[src/rtl/i2cq_pkg.sv]
`timescale 1ns/1ps
package i2cq_pkg;
  localparam int LEN_W = 11;
  // indices into the flag vector taken from control byte bits [7:3]
  localparam int F_RS = 4;
  localparam int F_RD = 3;
  localparam int F_ST = 2;
  localparam int F_EN = 1;
  localparam int F_LA = 0;
  localparam logic [1:0] ERR_NONE = 2'd0;
  localparam logic [1:0] ERR_ADDR = 2'd1;
  localparam logic [1:0] ERR_DATA = 2'd2;

  typedef enum logic [2:0] {OP_START, OP_STOP, OP_ADDR, OP_TXD, OP_RX} opKind_e;

  typedef struct packed {
    logic     clrPtrs;
    logic     ldId;
    logic     ldCmdL;
    logic     ldCmdH;
    logic     opGo;
    opKind_e  opKind;
    logic     ackDrive;
    logic     decRem;
    logic     rxWrite;
  } ctl_s;

  typedef struct packed {
    logic       opDone;
    logic       nackSeen;
    logic       remZero;
    logic [4:0] flags;
  } stat_s;
endpackage

[src/rtl/i2cq_datapath.sv]
`timescale 1ns/1ps
module i2cq_datapath
  import i2cq_pkg::*;
#(
  parameter int CMD_AW = 8,
  parameter int RX_AW  = 8
) (
  input  logic              clk,
  input  logic              rstN,
  input  logic              tick,
  input  ctl_s              ctl,
  output stat_s             stat,
  output logic [CMD_AW-1:0] cmdAddr,
  input  logic [7:0]        cmdData,
  output logic              rxWe,
  output logic [RX_AW-1:0]  rxAddr,
  output logic [7:0]        rxData,
  input  logic              sdaIn,
  output logic              sclOe,
  output logic              sdaOe
);
  localparam logic [3:0] ACK_SLOT = 4'd8;

  logic [CMD_AW-1:0] cmdPtr;
  logic [RX_AW-1:0]  rxPtr;
  logic [7:0]        idReg;
  logic [7:0]        cmdLReg;
  logic [LEN_W-1:0]  rem;

  logic        active;
  logic [1:0]  phase;
  logic [3:0]  bitIdx;
  opKind_e     kind;
  logic [7:0]  shift;
  logic        ackReg;
  logic        nackReg;
  logic        sclLow;
  logic        sdaLow;
  logic        opDone;

  logic lastBit;
  logic isRx;
  assign lastBit = (bitIdx == ACK_SLOT);
  assign isRx    = (kind == OP_RX);

  // command/receive pointers and latched command fields
  always_ff @(posedge clk) begin
    if (!rstN) begin
      cmdPtr  <= '0;
      rxPtr   <= '0;
      idReg   <= '0;
      cmdLReg <= '0;
      rem     <= '0;
    end else begin
      if (ctl.clrPtrs) begin
        cmdPtr <= '0;
        rxPtr  <= '0;
      end else begin
        if (ctl.ldId || ctl.ldCmdL || ctl.ldCmdH ||
            (ctl.opGo && ctl.opKind == OP_TXD))
          cmdPtr <= cmdPtr + 1'b1;
        if (ctl.rxWrite)
          rxPtr <= rxPtr + 1'b1;
      end
      if (ctl.ldId)   idReg   <= cmdData;
      if (ctl.ldCmdL) cmdLReg <= cmdData;
      if (ctl.ldCmdH)      rem <= {cmdData, cmdLReg[2:0]};
      else if (ctl.decRem) rem <= rem - 1'b1;
    end
  end

  // quarter-phase bus engine
  always_ff @(posedge clk) begin
    if (!rstN) begin
      active  <= 1'b0;
      phase   <= '0;
      bitIdx  <= '0;
      kind    <= OP_START;
      shift   <= '0;
      ackReg  <= 1'b0;
      nackReg <= 1'b0;
      sclLow  <= 1'b0;
      sdaLow  <= 1'b0;
      opDone  <= 1'b0;
    end else begin
      opDone <= 1'b0;
      if (ctl.opGo) begin
        active <= 1'b1;
        phase  <= '0;
        bitIdx <= '0;
        kind   <= ctl.opKind;
        ackReg <= ctl.ackDrive;
        if (ctl.opKind == OP_ADDR)
          shift <= idReg | {7'd0, cmdLReg[7 - (4 - F_RD)]};
        else if (ctl.opKind == OP_TXD)
          shift <= cmdData;
      end else if (tick && active) begin
        phase <= phase + 1'b1;
        case (kind)
          OP_START: begin
            case (phase)
              2'd0: sdaLow <= 1'b0;
              2'd1: sclLow <= 1'b0;
              2'd2: sdaLow <= 1'b1;
              default: begin
                sclLow <= 1'b1;
                active <= 1'b0;
                opDone <= 1'b1;
              end
            endcase
          end
          OP_STOP: begin
            case (phase)
              2'd0: sdaLow <= 1'b1;
              2'd1: sclLow <= 1'b0;
              2'd2: sdaLow <= 1'b0;
              default: begin
                active <= 1'b0;
                opDone <= 1'b1;
              end
            endcase
          end
          default: begin
            case (phase)
              2'd0: sdaLow <= lastBit ? (isRx && ackReg) : (!isRx && !shift[7]);
              2'd1: sclLow <= 1'b0;
              2'd2: begin
                if (lastBit) nackReg <= sdaIn;
                else         shift   <= {shift[6:0], sdaIn};
              end
              default: begin
                sclLow <= 1'b1;
                if (lastBit) begin
                  active <= 1'b0;
                  opDone <= 1'b1;
                end else begin
                  bitIdx <= bitIdx + 1'b1;
                end
              end
            endcase
          end
        endcase
      end
    end
  end

  assign stat.opDone   = opDone;
  assign stat.nackSeen = nackReg;
  assign stat.remZero  = (rem == '0);
  assign stat.flags    = cmdLReg[7:3];

  assign cmdAddr = cmdPtr;
  assign rxWe    = ctl.rxWrite;
  assign rxAddr  = rxPtr;
  assign rxData  = shift;
  assign sclOe   = sclLow;
  assign sdaOe   = sdaLow;
endmodule

[src/rtl/i2cq_control.sv]
`timescale 1ns/1ps
module i2cq_control
  import i2cq_pkg::*;
(
  input  logic       clk,
  input  logic       rstN,
  input  logic       startPulse,
  input  logic       clearErr,
  input  stat_s      stat,
  output ctl_s       ctl,
  output logic       busy,
  output logic       doneIrq,
  output logic       errIrq,
  output logic [1:0] errCode
);
  typedef enum logic [2:0] {
    S_IDLE, S_LD_ID, S_LD_CL, S_LD_CH, S_START, S_ADDR, S_DATA, S_STOP
  } state_e;

  state_e state;
  logic   issued;
  logic   addrDue;
  logic   errPend;
  logic   accept;
  logic   isRead;

  assign accept = (state == S_IDLE) && startPulse && (errCode == ERR_NONE);
  assign isRead = stat.flags[F_RD];

  always_comb begin
    ctl = '0;
    ctl.opKind = OP_START;
    case (state)
      S_IDLE:  ctl.clrPtrs = accept;
      S_LD_ID: ctl.ldId    = 1'b1;
      S_LD_CL: ctl.ldCmdL  = 1'b1;
      S_LD_CH: ctl.ldCmdH  = 1'b1;
      S_START: ctl.opGo    = !issued;
      S_ADDR: begin
        ctl.opGo   = !issued;
        ctl.opKind = OP_ADDR;
      end
      S_DATA: begin
        ctl.opGo     = !issued;
        ctl.opKind   = isRead ? OP_RX : OP_TXD;
        ctl.ackDrive = !stat.remZero || (stat.flags[F_LA] && !stat.flags[F_ST]);
        ctl.rxWrite  = stat.opDone && isRead;
        ctl.decRem   = stat.opDone && !stat.remZero && (isRead || !stat.nackSeen);
      end
      S_STOP: begin
        ctl.opGo   = !issued;
        ctl.opKind = OP_STOP;
      end
      default: ;
    endcase
  end

  always_ff @(posedge clk) begin
    if (!rstN) begin
      state   <= S_IDLE;
      issued  <= 1'b0;
      addrDue <= 1'b0;
      errPend <= 1'b0;
      errCode <= ERR_NONE;
      doneIrq <= 1'b0;
      errIrq  <= 1'b0;
    end else begin
      doneIrq <= 1'b0;
      errIrq  <= 1'b0;
      if (ctl.opGo) issued <= 1'b1;
      if (stat.opDone) issued <= 1'b0;
      case (state)
        S_IDLE: begin
          if (clearErr) errCode <= ERR_NONE;
          if (accept) begin
            state   <= S_LD_ID;
            addrDue <= 1'b1;
          end
        end
        S_LD_ID: state <= S_LD_CL;
        S_LD_CL: state <= S_LD_CH;
        S_LD_CH: begin
          addrDue <= 1'b0;
          state   <= (addrDue || stat.flags[F_RS]) ? S_START : S_DATA;
        end
        S_START: if (stat.opDone) state <= S_ADDR;
        S_ADDR: begin
          if (stat.opDone) begin
            if (stat.nackSeen) begin
              errCode <= ERR_ADDR;
              errPend <= 1'b1;
              state   <= S_STOP;
            end else begin
              state <= S_DATA;
            end
          end
        end
        S_DATA: begin
          if (stat.opDone) begin
            if (!isRead && stat.nackSeen) begin
              errCode <= ERR_DATA;
              errPend <= 1'b1;
              state   <= S_STOP;
            end else if (stat.remZero) begin
              state <= (stat.flags[F_ST] || stat.flags[F_EN]) ? S_STOP : S_LD_CL;
            end
          end
        end
        S_STOP: begin
          if (stat.opDone) begin
            if (errPend) begin
              errPend <= 1'b0;
              errIrq  <= 1'b1;
              state   <= S_IDLE;
            end else if (stat.flags[F_EN]) begin
              doneIrq <= 1'b1;
              state   <= S_IDLE;
            end else begin
              addrDue <= 1'b1;
              state   <= S_LD_CL;
            end
          end
        end
        default: state <= S_IDLE;
      endcase
    end
  end

  assign busy = (state != S_IDLE);
endmodule

[src/rtl/i2c_cmdq_master.sv]
`timescale 1ns/1ps
module i2c_cmdq_master
  import i2cq_pkg::*;
#(
  parameter int CMD_AW = 8,
  parameter int RX_AW  = 8
) (
  input  logic              clk,
  input  logic              rstN,
  input  logic              tick,
  input  logic              startPulse,
  input  logic              clearErr,
  output logic [CMD_AW-1:0] cmdAddr,
  input  logic [7:0]        cmdData,
  output logic              rxWe,
  output logic [RX_AW-1:0]  rxAddr,
  output logic [7:0]        rxData,
  input  logic              sdaIn,
  output logic              sclOe,
  output logic              sdaOe,
  output logic              busy,
  output logic              doneIrq,
  output logic              errIrq,
  output logic [1:0]        errCode
);
  ctl_s  ctl;
  stat_s stat;

  i2cq_control u_ctrl (
    .clk        (clk),
    .rstN       (rstN),
    .startPulse (startPulse),
    .clearErr   (clearErr),
    .stat       (stat),
    .ctl        (ctl),
    .busy       (busy),
    .doneIrq    (doneIrq),
    .errIrq     (errIrq),
    .errCode    (errCode)
  );

  i2cq_datapath #(.CMD_AW(CMD_AW), .RX_AW(RX_AW)) u_dp (
    .clk     (clk),
    .rstN    (rstN),
    .tick    (tick),
    .ctl     (ctl),
    .stat    (stat),
    .cmdAddr (cmdAddr),
    .cmdData (cmdData),
    .rxWe    (rxWe),
    .rxAddr  (rxAddr),
    .rxData  (rxData),
    .sdaIn   (sdaIn),
    .sclOe   (sclOe),
    .sdaOe   (sdaOe)
  );
endmodule

[config.mk]
export PLATFORM = sky130hd
export DESIGN_NAME = i2c_cmdq_master
export DESIGN_NICKNAME = d
export VERILOG_FILES = /design/src/rtl/i2cq_pkg.sv /design/src/rtl/i2cq_datapath.sv /design/src/rtl/i2cq_control.sv /design/src/rtl/i2c_cmdq_master.sv
export SDC_FILE = /design/constraint.sdc
export NUM_CORES = 1
export LEC_CHECK = 0
export ABC_CLOCK_PERIOD_IN_PS = 4000
export BUFFER_PORTS_ARGS = -buffer_cell sky130_fd_sc_hd__buf_2
export CAP_MARGIN = 20
export CORE_MARGIN = 1
export CORE_UTILIZATION = 45
export CTS_BUF_LIST = sky130_fd_sc_hd__clkbuf_8
export CTS_CLUSTER_SIZE = 24
export DETAILED_ROUTE_END_ITERATION = 16
export PLACE_DENSITY = 0.69
export SETUP_SLACK_MARGIN = 0.1
export SKIP_LAST_GASP = 1
export SLEW_MARGIN = 20
export SYNTH_ARGS = -nofsm -noshare
export SYNTH_HDL_FRONTEND = slang
export SYNTH_SLANG_ARGS = --single-unit
[constraint.sdc]
create_clock -name clk -period 4 [get_ports clk]
set_clock_uncertainty 0.15 [all_clocks]
set_input_delay 0.4 -clock clk [delete_from_list [all_inputs] [get_ports clk]]
set_output_delay 0.4 -clock clk [all_outputs]
set_load 0.01 [all_outputs]
==> impl_metrics.json <==
{
  "outcome": "complete, no violations",
  "p_per_area_nw_per_um2": 415,
  "worst_pin_slew_ps": 1020,
  "synth_cell_types": 72,
  "yosys.area.top_type_share_pct": 38.1,
  "final_net_count": 522,
  "path_class": "reg2reg",
  "reg2reg_from": "u_ctrl.state[1]$_SDFFE_PN0P_",
  "min_period_ps": 2600,
  "ys_warn_count": 0,
  "htree_levels": 3,
  "io_buffers": 45,
  "cts.hold.buffers_added": 0,
  "seqPwrFrac_pct": 46.6,
  "synth_edf_count": 0,
  "num_rows": 33,
  "drive_above_1_share_pct": 15.7,
  "p_sw_w": 0.000573,
  "endpoint": "u_dp.rem[1]$_SDFFE_PN0P_",
  "grt_overflow": 0,
  "intPower_w": 0.00126,
  "fillCellCount": 807,
  "timing.hold.ws_ps": 181,
  "die_w_um": 96.2,
  "p_leak_nw": 1.66,
  "dr.pass1.iters": 5,
  "fin_util_pct": 52.7,
  "grt_pass1_wl_um": 15100,
  "multi_input_area_um2": 2250,
  "grt_pass1_vias": 3247,
  "diodes": 0,
  "ios": 46,
  "cts_buffer_depth": 2,
  "clock_sinks": 76,
  "crit_arrival_ps": 2700,
  "cts_tree": "built",
  "rsz0062_at_grt": "no",
  "p_comb_share_pct": 21.7,
  "die-area_um2": 9250,
  "core_area_um2": 8380,
  "path_buf_inv": 0,
  "dp.final_hpwl_um": 6280,
  "ys.flop_type": "dfxtp_1",
  "maxSlewHeadroom_pct": 31.7,
  "synth_area_leader_cell": "dfxtp_1",
  "ir_drop_v": 0.000195,
  "grt_max_degree": 44,
  "critPathTopFamily": "simple AND/OR/NAND/NOR gates",
  "required_ps": 4100,
  "rrSetupSlack_ps": 1400,
  "route.detailed.drc": 0,
  "cts_root_buf": "clkbuf_8",
  "drt-total-wl_um": 9090,
  "hold_path_class": "in2reg",
  "period_share_pct": 65.0,
  "maxClockFrequency_ghz": 0.385,
  "crit_path_max_fanout": 25,
  "setup_violations": 0,
  "vias": 3556,
  "tns_ps": 0,
  "wl_per_cell_um": 15.0,
  "post_cts_buffers": 0,
  "gp_congestion": 0.806,
  "crit_path_end_kind": "flip-flop",
  "crit_chain": "nand2b_4 -> nor3_2 -> a21oi_1 -> a221oi_1",
  "syn_nets": 494,
  "finalHoldViolCount": 0,
  "synth_seq_cells": 76,
  "syn-instance-count": 470,
  "clkTransAtPathRegs_ps": 80,
  "cpPeakStageDelay_ps": 860,
  "grt_use_total_pct": 20.7,
  "synth.area.top_cells": "dfxtp_1 (38%), nor2_1 (5.0%), a21oi_1 (4.5%)",
  "via_per_inst": 5.85,
  "finalMaxSlewViolations": 0,
  "cpMaxStageDelayCell": "dfxtp_1",
  "cts.repair.resized": 0,
  "reg2regPathDepth": 4,
  "timing.rr.end": "u_dp.rem[1]$_SDFFE_PN0P_",
  "syn_area_um2": 3990,
  "regArea_um2": 1520,
  "clk_latency_ps": 350,
  "drv_cap": 0,
  "start_kind": "flip-flop",
  "p_clk_share_pct": 31.7,
  "area_delta_synth_final_pct": 10.7,
  "die_y_um": 96.2,
  "initial_core_util_pct": 47.6,
  "seq_area_frac_synth_pct": 38.1,
  "avgSynthCellArea_um2": 8.49,
  "cts_made_buffers": 9,
  "path_depth": 4,
  "async_reset_ff_share_pct": 0,
  "drt_iter0_markers": 248,
  "switching_share_pct": 31.3,
  "antenna_found_initial": 0,
  "critPathLaunch": "u_ctrl.state[1]$_SDFFE_PN0P_",
  "drtAntennaViolNets": 0
}
-- kinds of logic after synthesis --
group / after synthesis / synth area share, %
AOI/OAI and AO/OA: 116 / 20.0
xor gates and xnor gates: 18 / 3.95
adders and majority gates: 10 / 3.13
buffers and inverters: 49 / 5.52
DFF: 76 / 38.1
muxes: 17 / 4.26
and+or+nand+nor: 184 / 25.0
-- cells in the mapped netlist, types with 5 or more instances --
cell type,number
a21oi_1,36
a221o_1,7
a31o_1,5
a31oi_1,8
and2_1,6
buf_2,14
clkbuf_1,11
dfxtp_1,76
ha_1,10
inv_1,16
mux2i_1,17
nand2_1,34
nand3_1,27
nand4_1,10
nor2_1,53
nor2b_1,6
nor3_1,9
o21ai_0,17
xnor2_1,10
xor2_1,8
-- worst min path at each step --
stage	start	to	slack, ps	cells after the start
floorplan	u_dp.ackReg$_SDFFE_PN0P_	u_dp.ackReg$_SDFFE_PN0P_	280	2
global placement	u_dp.ackReg$_SDFFE_PN0P_	u_dp.ackReg$_SDFFE_PN0P_	290	2
detailed placement	u_dp.ackReg$_SDFFE_PN0P_	u_dp.ackReg$_SDFFE_PN0P_	300	2
CTS	cmdData[1]	u_dp.cmdLReg[1]$_SDFFE_PN0P_	170	3
global route	cmdData[1]	u_dp.cmdLReg[1]$_SDFFE_PN0P_	170	3
finish	cmdData[1]	u_dp.cmdLReg[1]$_SDFFE_PN0P_	180	3
-- layer usage --
layer / share of wire, % / global-route usage [%] / vias to the layer above
met5: 0 / 0 / -
met4: 1.0 / 6.72 / 0
met3: 4.2 / 4.19 / 9
met2: 47 / 34.6 / 87
met1: 48 / 26.6 / 1692
li1: - / - / 1768
-- through the flow --
step	setup WS (ps)	cell area, um^2	total power [W]	std cells
6_report	1400	4420	0.00183	608
5_1_grt	1220	4420	0.00193	608
4_1_cts	1440	4410	0.00184	608
3_5_place_dp	1500	4220	0.00126	592
3_3_place_gp	1570	4220	0.00125	592
2_1_floorplan	2160	3990	0.00118	470
-- state kept, by name (all words and copies together), names as in the netlist, 2 cells and up --
name	flops
u_ctrl.state	3
u_dp.kind	3
u_dp.rem	11
u_dp.bitIdx	4
u_dp.cmdAddr	8
u_dp.idReg	8
u_dp.rxData	8
u_dp.rxAddr	8
u_dp.phase	2
u_ctrl.errCode	2
u_dp.cmdLReg	8
-- power by group through the flow --
| stage | clock, W | sequential (W) | combinational [W] |
|---|---|---|---|
| after floorplan | 0 | 0.000850 | 0.000331 |
| after global placement | 0 | 0.000869 | 0.000386 |
| after detailed placement | 0 | 0.000871 | 0.000394 |
| after CTS | 0.000595 | 0.000853 | 0.000396 |
| after global routing | 0.000626 | 0.000861 | 0.000441 |
| final | 0.000582 | 0.000855 | 0.000397 |
-- cell type report --
type                            count  share of cell area, %
Multi-Input combinational cell    345                   51.0
Sequential cell                    76                   34.4
Clock buffer                       11                   3.43
Timing Repair Buffer               48                   5.61
Tap cell                          105                   2.97
Inverter                           18                   1.53
Clock inverter                      5                   1.02
-- worst reg2reg max path, stage by stage, from the launching register on --
cell,delay [ps]
dfxtp_1,860
nand2b_4,220
nor3_2,780
a21oi_1,210
a221oi_1,280
-- cells in the final DEF, fill, tap and decap left out, types with 11 or more instances in the layout --
cell type	synthesis	final
mux2i_1	17	17
nor2_1	53	53
nand3_1	27	27
a21oi_1	36	36
clkbuf_8	0	11
inv_1	16	20
nand2_1	34	34
dfxtp_1	76	76
o21ai_0	17	17
buf_2	14	45
Note: power is estimated with default switching activity, not from simulation.
